<file path="src/rtl/fbx_pkg.sv">
package fbx_pkg;
   localparam logic [7:0] K_SOP  = 8'h7A;
   localparam logic [7:0] K_EOP  = 8'h7B;
   localparam logic [7:0] K_CHAN = 8'h7C;
   localparam logic [7:0] K_PESC = 8'h7D;
   localparam logic [7:0] K_IDLE = 8'h4A;
   localparam logic [7:0] K_YESC = 8'h4D;
   localparam logic [7:0] K_FLIP = 8'h20;

   typedef enum logic [3:0] {
      ST_SOP, ST_CHM, ST_CHN, ST_BODY, ST_PAD, ST_EOP, ST_LESC, ST_FLIP, ST_LAST
   } fbx_state_t;

   function automatic logic is_reserved(input logic [7:0] b);
      return (b == K_SOP) || (b == K_EOP) || (b == K_CHAN) || (b == K_PESC) ||
             (b == K_IDLE) || (b == K_YESC);
   endfunction
endpackage

</file>
<file path="src/rtl/fbx_classify.sv">
module fbx_classify
   import fbx_pkg::*;
(
   input  logic [7:0] byte_i,
   output logic       needs_esc,
   output logic [7:0] esc_code
);
   logic pkt_hit, phy_hit;

   assign pkt_hit   = (byte_i == K_SOP) || (byte_i == K_EOP) ||
                      (byte_i == K_CHAN) || (byte_i == K_PESC);
   assign phy_hit   = (byte_i == K_IDLE) || (byte_i == K_YESC);
   assign needs_esc = pkt_hit || phy_hit;
   assign esc_code  = pkt_hit ? K_PESC : K_YESC;
endmodule

</file>
<file path="src/rtl/fbx_align.sv">
module fbx_align #(
   parameter int WORD_BYTES = 4,
   parameter bit ALIGN_EN   = 1'b1,
   localparam int CW        = $clog2(WORD_BYTES)
) (
   input  logic          clk,
   input  logic          rst_n,
   input  logic          out_fire,
   input  logic          pkt_done,
   input  logic          tail_esc,
   output logic [CW-1:0] pad_need
);
   generate
      if (ALIGN_EN) begin : g_align
         logic [CW-1:0] cnt;
         logic [CW-1:0] tail_w;

         assign tail_w   = tail_esc ? CW'(3) : CW'(2);
         assign pad_need = CW'(0) - (cnt + tail_w);

         always_ff @(posedge clk) begin
            if (!rst_n)        cnt <= '0;
            else if (pkt_done) cnt <= '0;
            else if (out_fire) cnt <= cnt + CW'(1);
         end

         // the final byte of a packet fills the last slot of a word
         a_r7_word_filled: assert property (@(posedge clk) disable iff (!rst_n)
            pkt_done |-> (CW'(cnt + CW'(1)) == '0));
      end else begin : g_plain
         assign pad_need = '0;
      end
   endgenerate
endmodule

</file>
<file path="src/rtl/fbx_seq.sv">
module fbx_seq
   import fbx_pkg::*;
#(
   parameter logic [7:0] CHAN_ID = 8'h00,
   parameter int          CW      = 2
) (
   input  logic          clk,
   input  logic          rst_n,
   input  logic          in_valid,
   input  logic [7:0]    in_data,
   input  logic          in_last,
   input  logic          out_ready,
   input  logic          needs_esc,
   input  logic [7:0]    esc_code,
   input  logic [CW-1:0] pad_need,
   output logic          in_ready,
   output logic          out_valid,
   output logic [7:0]    out_data
);
   fbx_state_t    st, st_nx;
   logic [CW-1:0] pad_rem, pad_rem_nx;
   logic          take, fire;

   assign fire      = in_valid && out_ready;
   assign out_valid = in_valid;
   assign in_ready  = take && out_ready;

   always_comb begin
      st_nx      = st;
      pad_rem_nx = pad_rem;
      out_data   = in_data;
      take       = 1'b0;
      unique case (st)
         ST_SOP: begin out_data = K_SOP;  st_nx = ST_CHM; end
         ST_CHM: begin out_data = K_CHAN; st_nx = ST_CHN; end
         ST_CHN: begin out_data = CHAN_ID; st_nx = ST_BODY; end
         ST_BODY: begin
            if (in_last) begin
               if (pad_need != '0) begin
                  out_data   = K_IDLE;
                  pad_rem_nx = pad_need - CW'(1);
                  st_nx      = (pad_need == CW'(1)) ? ST_EOP : ST_PAD;
               end else begin
                  out_data = K_EOP;
                  st_nx    = needs_esc ? ST_LESC : ST_LAST;
               end
            end else if (needs_esc) begin
               out_data = esc_code;
               st_nx    = ST_FLIP;
            end else begin
               take = 1'b1;
            end
         end
         ST_PAD: begin
            out_data   = K_IDLE;
            pad_rem_nx = pad_rem - CW'(1);
            if (pad_rem == CW'(1)) st_nx = ST_EOP;
         end
         ST_EOP: begin
            out_data = K_EOP;
            st_nx    = needs_esc ? ST_LESC : ST_LAST;
         end
         ST_LESC: begin out_data = esc_code; st_nx = ST_FLIP; end
         ST_FLIP: begin
            out_data = in_data ^ K_FLIP;
            take     = 1'b1;
            st_nx    = in_last ? ST_SOP : ST_BODY;
         end
         ST_LAST: begin take = 1'b1; st_nx = ST_SOP; end
         default: st_nx = ST_SOP;
      endcase
   end

   always_ff @(posedge clk) begin
      if (!rst_n) begin
         st      <= ST_SOP;
         pad_rem <= '0;
      end else if (fire) begin
         st      <= st_nx;
         pad_rem <= pad_rem_nx;
      end
   end

   // an escape code never consumes the input byte
   a_r4_esc_holds_input: assert property (@(posedge clk) disable iff (!rst_n)
      (fire && (out_data == K_PESC || out_data == K_YESC)) |-> !in_ready);
   // the end marker never consumes the input byte
   a_r6_eop_holds_input: assert property (@(posedge clk) disable iff (!rst_n)
      (fire && out_data == K_EOP) |-> !in_ready);
   // no consumption without link acceptance
   a_r8_ready_needs_link: assert property (@(posedge clk) disable iff (!rst_n)
      in_ready |-> out_ready);
   // a new packet opens with the start marker
   a_r9_restart_sop: assert property (@(posedge clk) disable iff (!rst_n)
      (in_valid && in_ready && in_last) |=> (out_data == K_SOP));
   // the idle run never starts from an empty remainder
   a_r7_pad_nonzero: assert property (@(posedge clk) disable iff (!rst_n)
      (st == ST_PAD) |-> (pad_rem != '0));
endmodule

</file>
<file path="src/rtl/fbx_framer.sv">
module fbx_framer
   import fbx_pkg::*;
#(
   parameter int          WORD_BYTES = 4,
   parameter bit          ALIGN_EN   = 1'b1,
   parameter logic [7:0]  CHAN_ID    = 8'h00,
   localparam int         CW         = $clog2(WORD_BYTES)
) (
   input  logic       clk,
   input  logic       rst_n,
   input  logic       in_valid,
   output logic       in_ready,
   input  logic [7:0] in_data,
   input  logic       in_last,
   output logic       out_valid,
   input  logic       out_ready,
   output logic [7:0] out_data
);
   generate
      if (WORD_BYTES < 2 || (WORD_BYTES & (WORD_BYTES - 1)) != 0) begin : g_bad_word
         $error("WORD_BYTES must be a power of two of at least 2");
      end
      if (is_reserved(CHAN_ID)) begin : g_bad_chan
         $error("CHAN_ID must not be a reserved code");
      end
   endgenerate

   logic          needs_esc;
   logic [7:0]    esc_code;
   logic [CW-1:0] pad_need;

   fbx_classify u_cls (
      .byte_i    (in_data),
      .needs_esc (needs_esc),
      .esc_code  (esc_code)
   );

   fbx_align #(.WORD_BYTES(WORD_BYTES), .ALIGN_EN(ALIGN_EN)) u_aln (
      .clk      (clk),
      .rst_n    (rst_n),
      .out_fire (out_valid && out_ready),
      .pkt_done (in_valid && in_ready && in_last),
      .tail_esc (needs_esc),
      .pad_need (pad_need)
   );

   fbx_seq #(.CHAN_ID(CHAN_ID), .CW(CW)) u_seq (
      .clk       (clk),
      .rst_n     (rst_n),
      .in_valid  (in_valid),
      .in_data   (in_data),
      .in_last   (in_last),
      .out_ready (out_ready),
      .needs_esc (needs_esc),
      .esc_code  (esc_code),
      .pad_need  (pad_need),
      .in_ready  (in_ready),
      .out_valid (out_valid),
      .out_data  (out_data)
   );
endmodule

</file>
<file path="config.mk">
export PLATFORM = sky130hd
export DESIGN_NAME = fbx_framer
export DESIGN_NICKNAME = d
export VERILOG_FILES = /design/src/rtl/fbx_pkg.sv /design/src/rtl/fbx_classify.sv /design/src/rtl/fbx_align.sv /design/src/rtl/fbx_seq.sv /design/src/rtl/fbx_framer.sv
export SDC_FILE = /design/constraint.sdc
export NUM_CORES = 1
export LEC_CHECK = 0
export BUFFER_PORTS_ARGS = -buffer_cell sky130_fd_sc_hd__buf_2
export CORE_ASPECT_RATIO = 1.2
export CORE_MARGIN = 5
export CORE_UTILIZATION = 46
export DETAILED_ROUTE_END_ITERATION = 10
export PLACE_DENSITY = 0.8
export SYNTH_ARGS = -nofsm -noshare
export SYNTH_HDL_FRONTEND = slang
export SYNTH_SLANG_ARGS = --single-unit
</file>
<file path="constraint.sdc">
create_clock -name clk -period 2.75 [get_ports clk]
set_clock_uncertainty 0.15 [all_clocks]
set_input_delay 0.275 -clock clk [delete_from_list [all_inputs] [get_ports clk]]
set_output_delay 0.275 -clock clk [all_outputs]
set_load 0.05 [all_outputs]
</file>
==> impl_metrics.ini, run 1 <==
[synth]
yosys.area_share.simple_pct = 33.7
syn_area_per_cell_um2 = 6.91
synth_nets = 164
synth_fa_ha_area_share_pct = 4.93
syn_inst = 147
synth-seq-cells = 8
synth.most_common_cell = nand2_1
synth_top_area_share_pct = 15.8
synth_compound_area_share_pct = 31.8
synth_flop_cell = dfxtp_1
synth_top_family_by_area = simple AND/OR/NAND/NOR gates
ys_seq_area_share_pct = 15.8
yosys-mux-area-fraction_pct = 3.08
yosys.area.top_type = dfxtp_1
syn_area_mm2 = 0.00102
synth-edff-count = 0
synth-xor-area-share_pct = 2.59
synth-async-reset-ratio_pct = 0
yosysUniqueCellTypes = 45
synth_area_leaders = dfxtp_1 16%, nand2_1 7.0%, o21ai_0 6.9%
yosys_warnings = 0
synth_common_cells = 19 x nand2_1, 14 x o21ai_0, 9 x clkbuf_1, 9 x nor2_1

[worst_hold_path]
hp-start = rst_n
hold_end = u_seq.pad_rem[1]$_SDFFE_PN0P_
min_path_cells = 3
hold_class = in2reg

[global_route]
grt_max_degree = 25
grtUsageTotal_pct = 21.1
antenna_found_initial = 0
gr-usage-met3_pct = 1.69
grt_overflow = 0
grt_pass1_vias = 1226
grt_use_met2_pct = 36.3
use_met1_pct = 24.5
grt-busiest-layer = met2
grt_first_pass_wirelength_um = 5190

[sta]
period_share_pct = 106
fmax_mhz = 344
maxSlewViolCount = 0
fin_crit_ns = 2.91
setup_viol = 2
hold_viol_final = 0
worst_slew_pin_slew_ns = 0.450
maxSlewHeadroom_pct = 69.9
timing.hold.ws_ns = 0.191
setup_slack_ns = -0.160
rsz0062_at_grt = yes

[floorplan]
rows = 18
die_area_mm2 = 0.00325
die_h_um = 61.5
die_width_um = 52.9
num_io_pins = 23
core-area_mm2 = 0.00209
initial_utilization_pct = 48.5

[finish]
fin_area_mm2 = 0.00143
utilization_pct = 68.0
syn_to_final_growth_pct = 40.3
drive_gt1_share_pct = 33.7
fin_nets = 200
diodes = 0

[critical_path]
critical_path.max_fanout = 2
regToRegSetupSlack_ns = 0.61
r2r-start = u_aln.g_align.cnt[0]$_SDFFE_PP0P_
required_ns = 2.33
crit_family = compound AO/OA/AOI/OAI gates
rr_endpoint = u_seq.pad_rem[0]$_SDFFE_PN0P_
slowest_delay_ns = 0.40
cp-start-kind = input port
critical_path.slowest_cell = or3b_4
critical_path_buf_inv_count = 2
critPathCaptureType = primary output
worst_path_most_repeated_cell = buf_6
crit_chain = buf_6, or3b_4, a2111oi_4, nor2_2, ha_4, xnor2_4, ha_2, mux2_4, o221ai_4, a32oi_4, buf_6
reg2regPathDepth = 10
arrival_ns = 2.48
path_class = in2out

[drt]
wl_per_cell_um = 15.3
vias_per_cell = 6.06
dr.first_iter.drc_count = 56
wl_um = 3220
vias = 1278
antenna_left = 0
post-route-drc-count = 0
drt-pass1-iter-count = 4

[power]
p_per_area_mw_per_mm2 = 257
ir_worst_vdd_mv = 0.234
leakage_nw = 0.579

[clock_network]
cts_hold_buf = 0
root_buffer = clkbuf_4
cts_made_buffers = 3
cts_max_level = 1
cts_tree = built
clk_pin_slew_worst_paths_ns = 0.05
clkLatencyLatePin_ns = 0.25
clock-sinks = 8
clockBufferDepth = 2

[run]
drv_cap = 0

[place]
dpl_cell_area_mm2 = 0.00127
place_congestion = 0.934
portBuffers = 22
post-place-ws_ns = -0.273
dp_hpwl_um = 2330

[run_status]
violations = negative setup slack
status = complete, but fails checks
## power by group
group          switching, W  internal, W
combinational     0.0000881    0.0000674
sequential       0.00000293     0.000119
clock             0.0000388    0.0000499
## layer usage
layer,up-vias,share of wire (%)
met5,-,0
met3,8,7.8
met1,598,39
li1,609,-
met2,63,52
met4,0,1.8
## layout make-up
type                       count  area (um2)
tap                           30        37.5
clock buffer                   3        22.5
fill                         189         669
inverter                       8        30.0
sequential                     8         160
multi-input combinational    120         876
timing repair buffer          42         299
## stage by stage
step	TNS [ns]	instances	total power [W]
3_5_place_dp	-0.853	204	0.000256
3_3_place_gp	-0.429	204	0.000252
2_1_floorplan	-0.0920	147	0.000210
4_1_cts	-0.225	210	0.000364
5_1_grt	-0.397	211	0.000387
6_report	-0.181	211	0.000366
## cells in the final DEF, fill, tap and decap left out, types with 3 or more instances in the layout
cell type  instances
o21ai_0           12
a21oi_1            7
buf_4             18
buf_2             17
inv_1              8
nor2_1             8
nor3_1             6
buf_6              7
nor2b_1            7
a211oi_1           4
and2_1             3
o22ai_1            4
dfxtp_1            8
clkbuf_4           3
nand2b_1           3
nand2_1           19
## registers in the layout, summed over array words and instances (netlist names)
name / cells
u_seq.st: 4
u_aln.g_align.cnt: 2
u_seq.pad_rem: 2
## worst max path at each step
stage                        to  startpoint  cells past startpoint  slack, ns
floorplan           out_data[5]  in_data[0]                      9      -0.09
global placement    out_data[5]  in_data[0]                     11      -0.20
detailed placement  out_data[5]  in_data[0]                     11      -0.27
CTS                 out_data[5]  in_data[0]                     11      -0.18
global route        out_data[5]  in_data[0]                     11      -0.24
finish              out_data[5]  in_data[0]                     11      -0.16
## worst min-delay path, delay by kind of cell
family          cells  cell delay (ns)
buf+inv             2             0.23
compound gates      1             0.04
## repair_timing
item / 4_1_cts / 5_1_grt
resized for setup: 16 / 5
buffers inserted: 3 / 1
hold endpoints to repair: 0 / 0
endpoints found under the setup margin: 3 / 6
pin swaps: 7 / 6
## logic make-up after synthesis
family | after synthesis
multiplexers | 3
AO/OA/AOI/OAI | 46
AND/OR/NAND/NOR | 64
flip-flops | 8
adder cells (fa/ha/maj) | 4
buffers and inverters | 19
XOR/XNOR | 3
Power figures use the tool's default switching activity.
==> run 2: changes to the inputs <==
Settings changed: CORE_ASPECT_RATIO 1.2 to 0.9.
==> run 2 against run 1 <==
The flow still finishes with violations (negative setup slack); via count fell by 0.47%; die area about the same; sequential share of layout area up 0.32 points; clock-buffer cell count unchanged; clock power decreased by 1%; register-to-register slack is essentially flat; final area decreased by 2.8%; critical endpoint unchanged.
==> impl_metrics.ini, run 2 (synthesis results as in run 1) <==
[sta]
hold_viol_final = 0
setup_viol = 1
fin_crit_ns = 2.88
maxSlewViolCount = 0
period_share_pct = 105
maxSlewHeadroom_pct = 68.8
fmax_mhz = 347
rsz0062_at_grt = yes
setup_slack_ns = -0.133
fin_tns_setup_ns = -0.133
worst_slew_pin_slew_ns = 0.461

[clock_network]
cts_made_buffers = 3
clockBufferDepth = 2
root_buffer = clkbuf_4
clk_pin_slew_worst_paths_ns = 0.05
cts_max_level = 1
clock-sinks = 8
clkLatencyLatePin_ns = 0.25
cts_hold_buf = 0
cts_tree = built

[finish]
mostFrequentLayoutCell = nand2_1
largest_reg_flops = 4
syn_to_final_growth_pct = 36.3
multi_input_area_um2 = 855
nFillCells = 191
ff_latch_area_um2 = 160
top_register = u_seq.st
fin_area_mm2 = 0.00139
layout_common_cells = 19 x nand2_1, 17 x buf_2, 16 x buf_4
reg.largest.list = u_seq.st x4, u_aln.g_align.cnt x2, u_seq.pad_rem x2
diodes = 0
fin_nets = 198
drive_gt1_share_pct = 31.8

[floorplan]
die_h_um = 54.6
die_width_um = 59.5
rows = 16
num_io_pins = 23
initial_utilization_pct = 47.4
core-area_mm2 = 0.00214
die_area_mm2 = 0.00325

[critical_path]
critical_path.slowest_cell = or3b_4
required_ns = 2.33
critical_path.max_fanout = 2
crit_family = compound AO/OA/AOI/OAI gates
crit_chain = buf_6, or3b_4, a2111oi_4, nor2_2, ha_4, xnor2_2, ha_2, mux2_4, o221ai_4, a32oi_4, buf_6
path_class = in2out
worst_path_most_repeated_cell = buf_6
cp-start-kind = input port
critical_path_buf_inv_count = 2
critPathCaptureType = primary output
arrival_ns = 2.46
slowest_delay_ns = 0.40

[place]
place_congestion = 0.940
dpl_cell_area_mm2 = 0.00125
portBuffers = 22
dp_hpwl_um = 2190

[worst_hold_path]
hold_class = in2reg

[power]
fin_total_pwr_w = 0.000360
p_sw_w = 0.000125
leakage_nw = 0.564
p_per_area_mw_per_mm2 = 260
netSwitchingFraction_pct = 34.7
p_seq_share_pct = 33.9
combPwrFrac_pct = 41.8
p_int_w = 0.000235
pwr-share-clk_pct = 24.3
ir_worst_vdd_mv = 0.275

[drt]
post-route-drc-count = 0
drt-pass1-iter-count = 5
dr.first_iter.drc_count = 96
antenna_left = 0
wl_per_cell_um = 14.8
vias_per_cell = 6.17
vias = 1272
wl_um = 3060

[run]
drv_cap = 0

[global_route]
grt_pass1_vias = 1178
antenna_found_initial = 0
grt_first_pass_wirelength_um = 5220
grtUsageTotal_pct = 21.0
grt_max_degree = 25
grt_overflow = 0

[run_status]
status = complete, but fails checks
violations = negative setup slack
run 2: power groups by stage:
| stage | logic, W | clock network, W | registers, W |
|---|---|---|---|
| final | 0.000150 | 0.0000874 | 0.000122 |
| after global routing | 0.000163 | 0.0000999 | 0.000122 |
| after CTS | 0.000149 | 0.0000904 | 0.000122 |
| after detailed placement | 0.000129 | 0 | 0.000124 |
| after global placement | 0.000126 | 0 | 0.000124 |
| after floorplan | 0.0000860 | 0 | 0.000124 |
run 2: stage by stage:
stage,cells,hold slack (ns),util (%),setup slack (ns)
after global placement,198,0.302,58.2,-0.204
after CTS,205,0.198,64.3,-0.159
final,206,0.204,64.7,-0.133
after detailed placement,198,0.314,58.2,-0.264
after global routing,206,0.212,64.7,-0.196
after floorplan,147,0.287,-,-0.0920
run 2: what timing repair did:
action / 4_1_cts / 5_1_grt
setup endpoints to repair: 3 / 6
gates resized for setup: 17 / 1
buffers inserted: 4 / 2
pin swaps: 9 / 2
run 2: worst paths after layout:
| kind | start | end | slack (ns) | cells after the start |
|---|---|---|---|---|
| worst max-delay path | in_data[2] | out_data[5] | -0.13 | 11 |
| worst min-delay path | rst_n | u_seq.pad_rem[1]$_SDFFE_PN0P_ | 0.20 | 3 |
| worst max register to register | u_seq.st[2]$_SDFFE_PN0P_ | u_seq.st[1]$_SDFFE_PN0P_ | 0.61 | 5 |
| worst min register to register | u_seq.pad_rem[1]$_SDFFE_PN0P_ | u_seq.pad_rem[1]$_SDFFE_PN0P_ | 0.32 | 2 |
run 2: worst reg2reg max path: cells and delay by family (launching register included):
family | cells | cell delay, ns
AO/OA/AOI/OAI | 1 | 0.23
flip-flops | 1 | 0.45
AND/OR/NAND/NOR | 4 | 1.24
run 2: cell type report:
type | count | area share [%]
inverters | 8 | 2.17
repair buffers | 40 | 20.5
well taps | 27 | 2.44
multi-input cells | 120 | 61.7
clock buffers | 3 | 1.63
flip-flops and latches | 8 | 11.6
run 2: per-layer routing:
layer	routed length [um]	share of wire [%]	global-route usage [%]
met2	1520	50	36.7
met3	211	6.9	4.72
met5	0	0	0
met1	1260	41	25.6
met4	62	2.0	6.64
==> run 3: changes to the inputs <==
==> constraint.sdc (replaced) <==
create_clock -name clk -period 2.75 [get_ports clk]
set_clock_uncertainty 0.15 [all_clocks]
set_input_delay 0.55 -clock clk [delete_from_list [all_inputs] [get_ports clk]]
set_output_delay 0.55 -clock clk [all_outputs]
set_load 0.05 [all_outputs]
==> run 3 against run 2 <==
The flow still finishes with violations (negative setup slack); clock power up 5.4%; via count is 7.7% higher; sequential share of layout area down 1.2 points; total power up 6.5%; first-iteration DRC count shrank 10%; critical path type unchanged; largest power group unchanged; non-clock buffer count up 8.
==> impl_metrics.ini, run 3 (synthesis results as in run 1) <==
[run_status]
status = complete, but fails checks
violations = negative setup slack

[drt]
vias = 1370
antenna_left = 0
drt-pass1-iter-count = 4
post-route-drc-count = 0
wl_per_cell_um = 17.6
dr.first_iter.drc_count = 86
vias_per_cell = 6.40
wl_um = 3770

[clock_network]
cts_tree = built
clk_pin_slew_worst_paths_ns = 0.05
clock-sinks = 8
clockBufferDepth = 2
cts_made_buffers = 3
cts_hold_buf = 0
root_buffer = clkbuf_4
cts_max_level = 1
clkLatencyLatePin_ns = 0.26

[finish]
mostFrequentLayoutCell = buf_4
largest_reg_flops = 4
diodes = 0
reg.largest.list = u_seq.st x4, u_aln.g_align.cnt x2, u_seq.pad_rem x2
top_register = u_seq.st
syn_to_final_growth_pct = 52.3
fin_nets = 206
multi_input_area_um2 = 926
drive_gt1_share_pct = 39.6
layout_common_cells = 26 x buf_4, 18 x nand2_1, 12 x buf_2
ff_latch_area_um2 = 160
nFillCells = 165

[place]
place_congestion = 0.875
dp_hpwl_um = 2560
post-place-ws_ns = -0.814
portBuffers = 22

[sta]
setup_slack_ns = -0.715
setup_viol = 10
rsz0062_at_grt = yes
worst_slew_pin_slew_ns = 0.513
maxSlewHeadroom_pct = 65.5
period_share_pct = 126
fmax_mhz = 289
maxSlewViolCount = 0
fin_crit_ns = 3.46
hold_viol_final = 0

[critical_path]
path_class = in2out
slowest_delay_ns = 0.40
critical_path.max_fanout = 2
critPathCaptureType = primary output
crit_chain = buf_6, or3b_4, a2111oi_4, nor2_2, ha_4, xnor2_2, ha_2, mux2_4, o221ai_4, a32oi_4, buf_6
required_ns = 2.05
worst_path_most_repeated_cell = buf_6
cp-start-kind = input port
critical_path.slowest_cell = or3b_4
arrival_ns = 2.76

[floorplan]
die_h_um = 54.6
die_width_um = 59.5
rows = 16
initial_utilization_pct = 47.4
num_io_pins = 23
die_area_mm2 = 0.00325
core-area_mm2 = 0.00214

[global_route]
antenna_found_initial = 0
grtUsageTotal_pct = 23.8
grt_first_pass_wirelength_um = 5830
grt_overflow = 0
grt_pass1_vias = 1287
grt_max_degree = 25

[power]
p_per_area_mw_per_mm2 = 247
fin_total_pwr_w = 0.000383
leakage_nw = 0.630
ir_worst_vdd_mv = 0.309

[run]
drv_cap = 0

[worst_hold_path]
hold_class = reg2reg
==> run 3: changes by cell type in the layout (fill, tap and decap cells not counted), moves of 2 or more <==
cell,delta
buf_4,+10
a211oi_1,-2
buf_2,-5
a211oi_2,+2
buf_8,+2
o21ai_0,-3
o21ai_1,+2
==> run 3: timing repair <==
action | 4_1_cts | 5_1_grt
buffers inserted | 2 | 2
pin swaps | 11 | 12
setup endpoints to repair | 10 | 11
gates resized for setup | 26 | 9
==> run 3: final cells by class <==
| type | instances | area share (%) |
|---|---|---|
| clock buffers | 3 | 1.46 |
| well taps | 27 | 2.18 |
| multi-input cells | 120 | 59.8 |
| repair buffers | 48 | 24.3 |
| inverters | 8 | 1.94 |
| flip-flops and latches | 8 | 10.3 |
==> run 3: path summary, 6_finish.rpt <==
path	startpoint	to	slack, ns	cells past startpoint
hold reg to reg	u_seq.pad_rem[1]$_SDFFE_PN0P_	u_seq.pad_rem[1]$_SDFFE_PN0P_	0.32	2
setup / recovery	in_data[0]	out_data[5]	-0.71	11
setup reg to reg	u_aln.g_align.cnt[0]$_SDFFE_PP0P_	u_seq.pad_rem[1]$_SDFFE_PN0P_	0.55	11
hold / removal	u_seq.pad_rem[1]$_SDFFE_PN0P_	u_seq.pad_rem[1]$_SDFFE_PN0P_	0.32	2
==> run 3: metrics by stage <==
| step | instance area [um2] | setup TNS [ns] | utilization [%] | hold WS [ns] | instances |
|---|---|---|---|---|---|
| finish | 1550 | -2.56 | 72.3 | 0.324 | 214 |
| global route | 1550 | -3.30 | 72.3 | 0.343 | 214 |
| CTS | 1490 | -2.20 | 69.6 | 0.329 | 213 |
| detailed placement | 1360 | -4.62 | 63.5 | 0.318 | 208 |
| global placement | 1360 | -4.00 | 63.5 | 0.298 | 208 |
| floorplan | 1100 | -2.29 | - | 0.288 | 147 |
==> run 3: per-layer routing <==
metal	share of wire, %	global-route usage (%)
met1	37	26.4
met2	54	44.0
met3	7.0	4.48
met4	2.0	11.1
met5	0	0
==> run 3: worst max-delay path: cells and delay by family <==
family | cells | cell delay, ns
compound gates | 3 | 0.68
xor+xnor | 1 | 0.14
fa+ha+maj | 2 | 0.37
buf+inv | 2 | 0.26
mux | 1 | 0.27
simple gates | 2 | 0.50
==> run 3: power by group <==
| part | total, W | internal, W | switching, W |
|---|---|---|---|
| Combinational | 0.000169 | 0.0000735 | 0.0000952 |
| Clock | 0.0000921 | 0.0000501 | 0.0000421 |
| Sequential | 0.000122 | 0.000119 | 0.00000265 |
| Total | 0.000383 | 0.000243 | 0.000140 |
